<file path="src/rtl/rv_pkg.sv">
package rv_pkg;
  // Reset cause codes; bits double as vector address bits 2:1.
  typedef enum logic [1:0] {
    CAUSE_NONE = 2'd0,
    CAUSE_WDOG = 2'd1,
    CAUSE_CMON = 2'd2,
    CAUSE_POR  = 2'd3
  } cause_e;

  typedef enum logic [2:0] {
    ST_HOLD,
    ST_HI,
    ST_LO,
    ST_GO,
    ST_RUN
  } seq_e;

  localparam logic [1:0] RA_CFG   = 2'd0;
  localparam logic [1:0] RA_CAUSE = 2'd1;
  localparam logic [1:0] RA_MAP   = 2'd2;
endpackage

</file>
<file path="src/rtl/rv_cause.sv">
module rv_cause
  import rv_pkg::*;
(
  input  logic   clk,
  input  logic   por_req,
  input  logic   clkmon_req,
  input  logic   wdog_req,
  input  logic   wdog_en,
  input  logic   mode_special,
  output logic   sys_reset,
  output cause_e cause_q,
  output logic   mode_q
);
  cause_e pick;

  assign sys_reset = por_req | clkmon_req | (wdog_req & wdog_en);

  // Fixed priority: pin/power-on over clock monitor over watchdog.
  always_comb begin
    if (por_req)                  pick = CAUSE_POR;
    else if (clkmon_req)          pick = CAUSE_CMON;
    else if (wdog_req && wdog_en) pick = CAUSE_WDOG;
    else                          pick = CAUSE_NONE;
  end

  always_ff @(posedge clk) begin
    if (sys_reset) begin
      cause_q <= pick;
      mode_q  <= mode_special;
    end
  end
endmodule

</file>
<file path="src/rtl/rv_seq.sv">
module rv_seq
  import rv_pkg::*;
#(
  parameter int ADDR_W = 16,
  parameter int DATA_W = 8,
  parameter logic [DATA_W-1:0] NORM_PAGE = 8'hFF,
  parameter logic [DATA_W-1:0] SPEC_PAGE = 8'hBF
) (
  input  logic              clk,
  input  logic              sys_reset,
  input  cause_e            cause_q,
  input  logic              mode_q,
  input  logic [DATA_W-1:0] fetch_data,
  output logic              fetch_rd,
  output logic [ADDR_W-1:0] fetch_addr,
  output logic              start_valid,
  output logic [ADDR_W-1:0] start_pc,
  output logic              cpu_running,
  output logic [2:0]        ccr_force
);
  localparam int LOW_W = ADDR_W - DATA_W;
  localparam int PAD_W = LOW_W - 3;

  seq_e              st_q;
  logic [DATA_W-1:0] hi_q, lo_q;
  logic [LOW_W-1:0]  vec_low;

  // Low part: all ones, then the cause code, then the byte select.
  assign vec_low    = {{PAD_W{1'b1}}, cause_q, (st_q == ST_LO)};
  assign fetch_rd   = (st_q == ST_HI) || (st_q == ST_LO);
  assign fetch_addr = {(mode_q ? SPEC_PAGE : NORM_PAGE), vec_low};

  assign start_valid = (st_q == ST_GO);
  assign start_pc    = {hi_q, lo_q};
  assign cpu_running = (st_q == ST_RUN);
  assign ccr_force   = cpu_running ? 3'b000 : 3'b111;

  always_ff @(posedge clk) begin
    if (sys_reset) begin
      st_q <= ST_HOLD;
    end else begin
      unique case (st_q)
        ST_HOLD: st_q <= ST_HI;
        ST_HI: begin
          hi_q <= fetch_data;
          st_q <= ST_LO;
        end
        ST_LO: begin
          lo_q <= fetch_data;
          st_q <= ST_GO;
        end
        ST_GO:   st_q <= ST_RUN;
        default: st_q <= ST_RUN;
      endcase
    end
  end
endmodule

</file>
<file path="src/rtl/rv_cfg.sv">
module rv_cfg
  import rv_pkg::*;
#(
  parameter int DATA_W = 8,
  parameter int NOCOP_BIT = 2,
  parameter logic [DATA_W-1:0] CFG_IMPL = 8'h0E
) (
  input  logic              clk,
  input  logic              sys_reset,
  input  logic              mode_special,
  input  logic              mode_q,
  input  logic              bus_wr,
  input  logic [1:0]        bus_addr,
  input  logic [DATA_W-1:0] bus_wdata,
  input  cause_e            cause_q,
  output logic [DATA_W-1:0] bus_rdata,
  output logic              wdog_en,
  output logic [DATA_W-1:0] map_init
);
  localparam logic [DATA_W-1:0] NOCOP_MASK = DATA_W'(1) << NOCOP_BIT;
  localparam logic [DATA_W-1:0] OPT_MASK   = CFG_IMPL & ~NOCOP_MASK;

  logic [DATA_W-1:0] opt_q;
  logic              nocop_q;
  logic              locked_q;
  logic [DATA_W-1:0] cfg_view;

  assign wdog_en  = ~nocop_q;
  assign cfg_view = opt_q | (nocop_q ? NOCOP_MASK : '0);

  always_ff @(posedge clk) begin
    if (sys_reset) begin
      opt_q    <= '0;
      nocop_q  <= mode_special;
      locked_q <= 1'b0;
      map_init <= '0;
    end else if (bus_wr) begin
      if (bus_addr == RA_CFG) begin
        opt_q <= bus_wdata & OPT_MASK;
        // Normal mode: first write sticks; special mode: always writable.
        if (mode_q || !locked_q) nocop_q <= bus_wdata[NOCOP_BIT];
        locked_q <= 1'b1;
      end
      if (bus_addr == RA_MAP) map_init <= bus_wdata;
    end
  end

  always_comb begin
    case (bus_addr)
      RA_CFG:   bus_rdata = cfg_view;
      RA_CAUSE: bus_rdata = DATA_W'(cause_q);
      RA_MAP:   bus_rdata = map_init;
      default:  bus_rdata = '0;
    endcase
  end
endmodule

</file>
<file path="src/rtl/rstvec_unit.sv">
module rstvec_unit
  import rv_pkg::*;
#(
  parameter int ADDR_W = 16,
  parameter int DATA_W = 8,
  parameter logic [DATA_W-1:0] NORM_PAGE = 8'hFF,
  parameter logic [DATA_W-1:0] SPEC_PAGE = 8'hBF
) (
  input  logic              clk,
  input  logic              por_req,
  input  logic              clkmon_req,
  input  logic              wdog_req,
  input  logic              mode_special,
  input  logic              bus_wr,
  input  logic [1:0]        bus_addr,
  input  logic [DATA_W-1:0] bus_wdata,
  output logic [DATA_W-1:0] bus_rdata,
  output logic              fetch_rd,
  output logic [ADDR_W-1:0] fetch_addr,
  input  logic [DATA_W-1:0] fetch_data,
  output logic              start_valid,
  output logic [ADDR_W-1:0] start_pc,
  output logic              cpu_running,
  output logic [2:0]        ccr_force,
  output logic              wdog_en,
  output logic              sys_reset,
  output logic [DATA_W-1:0] map_init
);
  cause_e cause_q;
  logic   mode_q;

  rv_cause u_cause (
    .clk(clk), .por_req(por_req), .clkmon_req(clkmon_req), .wdog_req(wdog_req),
    .wdog_en(wdog_en), .mode_special(mode_special),
    .sys_reset(sys_reset), .cause_q(cause_q), .mode_q(mode_q)
  );

  rv_seq #(
    .ADDR_W(ADDR_W), .DATA_W(DATA_W), .NORM_PAGE(NORM_PAGE), .SPEC_PAGE(SPEC_PAGE)
  ) u_seq (
    .clk(clk), .sys_reset(sys_reset), .cause_q(cause_q), .mode_q(mode_q),
    .fetch_data(fetch_data), .fetch_rd(fetch_rd), .fetch_addr(fetch_addr),
    .start_valid(start_valid), .start_pc(start_pc), .cpu_running(cpu_running),
    .ccr_force(ccr_force)
  );

  rv_cfg #(.DATA_W(DATA_W)) u_cfg (
    .clk(clk), .sys_reset(sys_reset), .mode_special(mode_special), .mode_q(mode_q),
    .bus_wr(bus_wr), .bus_addr(bus_addr), .bus_wdata(bus_wdata), .cause_q(cause_q),
    .bus_rdata(bus_rdata), .wdog_en(wdog_en), .map_init(map_init)
  );
endmodule

</file>
<file path="config.mk">
export PLATFORM = sky130hd
export DESIGN_NAME = rstvec_unit
export DESIGN_NICKNAME = d
export VERILOG_FILES = /design/src/rtl/rv_pkg.sv /design/src/rtl/rv_cause.sv /design/src/rtl/rv_seq.sv /design/src/rtl/rv_cfg.sv /design/src/rtl/rstvec_unit.sv
export SDC_FILE = /design/constraint.sdc
export NUM_CORES = 1
export LEC_CHECK = 0
export BUFFER_PORTS_ARGS = -buffer_cell sky130_fd_sc_hd__buf_2
export CORE_MARGIN = 2
export CORE_UTILIZATION = 48
export CTS_CLUSTER_SIZE = 24
export DETAILED_ROUTE_END_ITERATION = 10
export GPL_ROUTABILITY_DRIVEN = 0
export PLACE_DENSITY = 0.84
export SYNTH_ARGS = -nofsm -noshare
export SYNTH_HDL_FRONTEND = slang
export SYNTH_HIERARCHICAL = 1
export SYNTH_SLANG_ARGS = --single-unit
</file>
<file path="constraint.sdc">
create_clock -name clk -period 5.3 [get_ports clk]
set_input_delay 1.06 -clock clk [delete_from_list [all_inputs] [get_ports clk]]
set_output_delay 1.06 -clock clk [all_outputs]
set_load 0.1 [all_outputs]
</file>
### After elaboration in Yosys (flattened, before gate mapping)

Index checks and enable logic that the tools add are counted.

* equal/unequal tests: 6
* mux-type cells: 11
* bitwise gates (word level): 6
* reduce and logical (&&, ||, !) cells: 15

Operators by type and width (count)
* $pmux 8 s3: 1
* $pmux 3 s3: 1
* $or 4x8->8: 1
* $reduce_and 2->1: 4
* $mux 7: 1
* $eq 3x2->1 const B: 2
* $mux 1: 6
* $mux 3: 2
* $reduce_bool 2->1: 3
* $eq 3x1->1 const B: 1
* $eq 3x3->1 const B: 1
* $logic_not 3->1: 1
* $reduce_and 3->1: 1
* $eq 2x1->1 const B: 1
* $eq 2x2->1 const B: 1
* $logic_not 2->1: 1
* $logic_or 1x1->1: 2
* $not 1->1: 2
* $or 1x1->1: 2
* $reduce_or 2->1: 1
* $and 1x1->1: 1
* $logic_and 1x1->1: 1
* $logic_not 1->1: 1

* bits in registers: 34
* bits of input ports: 24
* output and inout bits: 56
* word-level logic and storage cells: 48

### Depth between registers and ports, before layout

* depth after elaboration: 6
* mapped depth: 6

### Hierarchy

The synthesis kept the hierarchy.

By module, submodules not included
* rv_seq: instances 1, cells an instance 53, area each 760.7 um^2
* rv_cfg: instances 1, cells an instance 67, area each 636.9 um^2
* rv_cause: instances 1, cells an instance 7, area each 123.9 um^2

### Worst setup path after synthesis

No wires, ideal clock.

* kind: input-to-output
* start: input bus_addr[1]
* end: output bus_rdata[1]
* data arrival time: 2788 ps
* data required time: 4240 ps
* setup slack: 1452 ps
* stages on the path: 3
* cell sequence: buf_6 > mux2i_1 > o2bb2ai_1

* cells in the longest elaborated chain, start to end: 2
* elaborated cells on any way between the ends: 4

Ends and longest elaborated chain
* start, declared: line rstvec_unit.sv:15 `input logic [1:0] bus_addr,`
* $eq 2x2->1 (tied with other cells): line rv_cfg.sv:49 `case (bus_addr)`
* $pmux 8 s3 *: line rv_cfg.sv:49
* end, declared: line rstvec_unit.sv:17 `output logic [DATA_W-1:0] bus_rdata,`

Every way passes the cells marked *; elsewhere a longest branch is shown, timed or not.

### Final worst setup path

* start: input bus_addr[1]
* end: output bus_rdata[0]

Same word-level chain as after synthesis.

==> summary.txt <==
Routing
  – Avg Vias per Cell: 4.55
  – TritonRoute pass-1 iters: 2
  – Average wire per standard cell: 11.4 µm
  – DRC viols: 0
  – Total detailed-routing wirelength: 2700 µm
  – Antenna-violating nets left: 0
  – Via count: 1074
  – Iteration-0 DRC Markers: 13

Timing
  – Post-route setup TNS: 0 ns
  – Hold WS: 0.449 ns
  – Minimum clock period: 3.20 ns
  – Slew Viols, Final: 0
  – Skew final: 0.00883 ns
  – Least-Margin Pin Slew: 1.03 ns
  – Fmax: 0.313 GHz
  – Crit share post-route: 60.3%
  – RSZ-0062 raised after global routing: no
  – Setup violations, final: 0
  – Fin. Hold Viols: 0
  – Max_slew headroom: 31.0%

Floorplanning
  – Die area: 0.00364 mm²
  – CORE AREA: 0.00303 mm²
  – # rows: 20
  – Initial Util: 50.2%
  – Height of the die: 60.3 µm
  – Die X: 60.3 µm
  – I/O pin count: 80

Clocking
  – Post-CTS sizing: 0
  – Clock sinks: 34
  – CTS Root Cell: clkbuf_4
  – Clk buf depth: 2
  – CTS H-Tree Depth: 2
  – CTS Hold Bufs: 0
  – Post-CTS Setup Bufs: 0
  – TritonCTS clock tree: built
  – CTS clk-pin slew, worst paths: 0.09 ns
  – Total CTS buffers: 5
  – Skew-Pair Late Insertion Delay: 0.32 ns

Finish
  – Multi-input gate area: 510 µm²
  – Fill cells: 255
  – Layout area overhead: 21.6%
  – Post-layout util: 61.1%
  – Layout Nets: 215
  – Antenna cell count: 0
  – Register Area: 881 µm²
  – Ratio of cells with drive above 1 in the final layout: 40.1%

Global routing
  – Number of global-route vias before repair: 924
  – First-pass GRT wire length: 3800 µm
  – GRT Util Overall: 15.0%
  – Largest net degree at the start of global routing: 31
  – Remaining global-route overflow: 0
  – Initial antenna violation count: 0

Pwr
  – Leak: 0.847 nW
  – Pwr per Cell Area: 293 mW/mm²
  – Post-layout power: 543 µW
  – Maximum VDD drop: 0.147 mV

Logic synthesis
  – Ys flop type: edfxtp_1
  – Area leader, netlist: edfxtp_1
  – Sequential fraction of the synthesis area: 57.9%
  – Cell area after synthesis: 0.00152 mm²
  – Area share of the largest cell type after synthesis: 39.5%
  – Synth top cells by count: edfxtp_1, nand2b_1, buf_4
  – Largest cells by area after synthesis: edfxtp_1, dfxtp_1, mux2i_1
  – Gate count of the mapped netlist: 127
  – Register bit total from synthesis: 34
  – Post-synth EDFFs: 20
  – Cell variety after synth: 27
  – Synth warn: 6
  – Async set or reset register ratio after synthesis: 0%
  – Synthesized area per cell: 12.0 µm²
  – Count leader, synth: edfxtp_1

Placed design
  – Final HPWL from detailed placement: 2110 µm
  – Port Buffers: 67

Status
  – Status: finished, final reports clean

Min path
  – HP Class: reg -> reg

Setup path
  – CP Class: in -> out
  – Setup crit end kind: output port
  – Critical Path AT: 2.14 ns
  – CP Launch Type: input pin
  – Critical path required time: 4.24 ns
  – CP max FO: 7

Job
  – Max Cap Viol: 0
## through the flow
step,area (µm²),cells,setup WS [ns]
6_report,1850,236,2.10
3_3_place_gp,1800,228,2.16
2_1_floorplan,1560,138,1.45
4_1_cts,1850,236,2.10
3_5_place_dp,1800,228,2.10
5_1_grt,1850,236,2.03
## report_power, final
part / internal [mW] / switching (mW)
clock: 0.0498 / 0.0781
sequential: 0.285 / 0.00384
combinational: 0.0205 / 0.106
total: 0.355 / 0.188
## worst paths after layout
| kind | start | end | slack, ns | depth (start not counted) |
|---|---|---|---|---|
| setup / recovery | bus_addr[1] | bus_rdata[0] | 2.10 | 4 |
| hold / removal | u_cfg/locked_q | u_cfg/locked_q | 0.45 | 2 |
| setup reg to reg | u_cfg/nocop_q | u_seq/lo_q[1] | 3.26 | 4 |
| hold reg to reg | u_cfg/locked_q | u_cfg/locked_q | 0.45 | 2 |
## worst max-delay path: stages
cell     delay, ns
buf_2         0.16
nor2b_1       0.31
a22o_1        0.18
buf_2         0.42
## cell usage in the layout, fill, tap and decap left out, drive strengths merged
| master | n |
|---|---|
| and3b | 1 |
| o2bb2ai | 1 |
| or3b | 1 |
| nor4b | 1 |
| conb | 12 |
| dfxtp | 14 |
| a22o | 1 |
| clkbuf | 6 |
| clkinv | 2 |
| and2b | 1 |
| a21oi | 2 |
| nand2b | 20 |
| xnor2 | 1 |
| nor2 | 7 |
| or2 | 1 |
| nor2b | 2 |
| buf | 68 |
| mux2i | 13 |
| nand2 | 5 |
| edfxtp | 20 |
| nor3 | 3 |
| and2 | 5 |
| inv | 3 |
| o21bai | 2 |
## kinds of logic after synthesis
family,Yosys count,synth area share (%)
other cells,1,0.246
flops,34,57.9
compound gates,6,2.80
mux,13,8.55
simple gates,47,18.7
buf+inv,25,11.3
xor+xnor,1,0.576
## final cells by class
type	count	share of cell area, %
repair buffers	68	18.5
well taps	44	2.97
inverters	3	0.609
clock inverters	2	0.473
flip-flops and latches	34	47.6
multi-input cells	79	27.6
clock buffers	6	2.23
## registers in the layout, summed over array words and instances (netlist names)
| name | count |
|---|---|
| u_cfg/map_init | 8 |
| u_seq/hi_q | 8 |
| u_seq/lo_q | 8 |
| u_seq/st_q | 3 |
| u_cause/cause_q | 2 |
| u_cfg/opt_q | 2 |
| u_cause/mode_q | 1 |
| u_cfg/locked_q | 1 |
| u_cfg/nocop_q | 1 |
## routing by layer
metal | up-vias | part of all wire [%] | global-route usage (%)
met5 | - | 0 | 0
met4 | 0 | 1.1 | 6.67
met3 | 4 | 9.9 | 9.31
met2 | 53 | 51 | 25.5
met1 | 488 | 38 | 14.5
li1 | 529 | - | -
(Power assumes the default switching activity.)
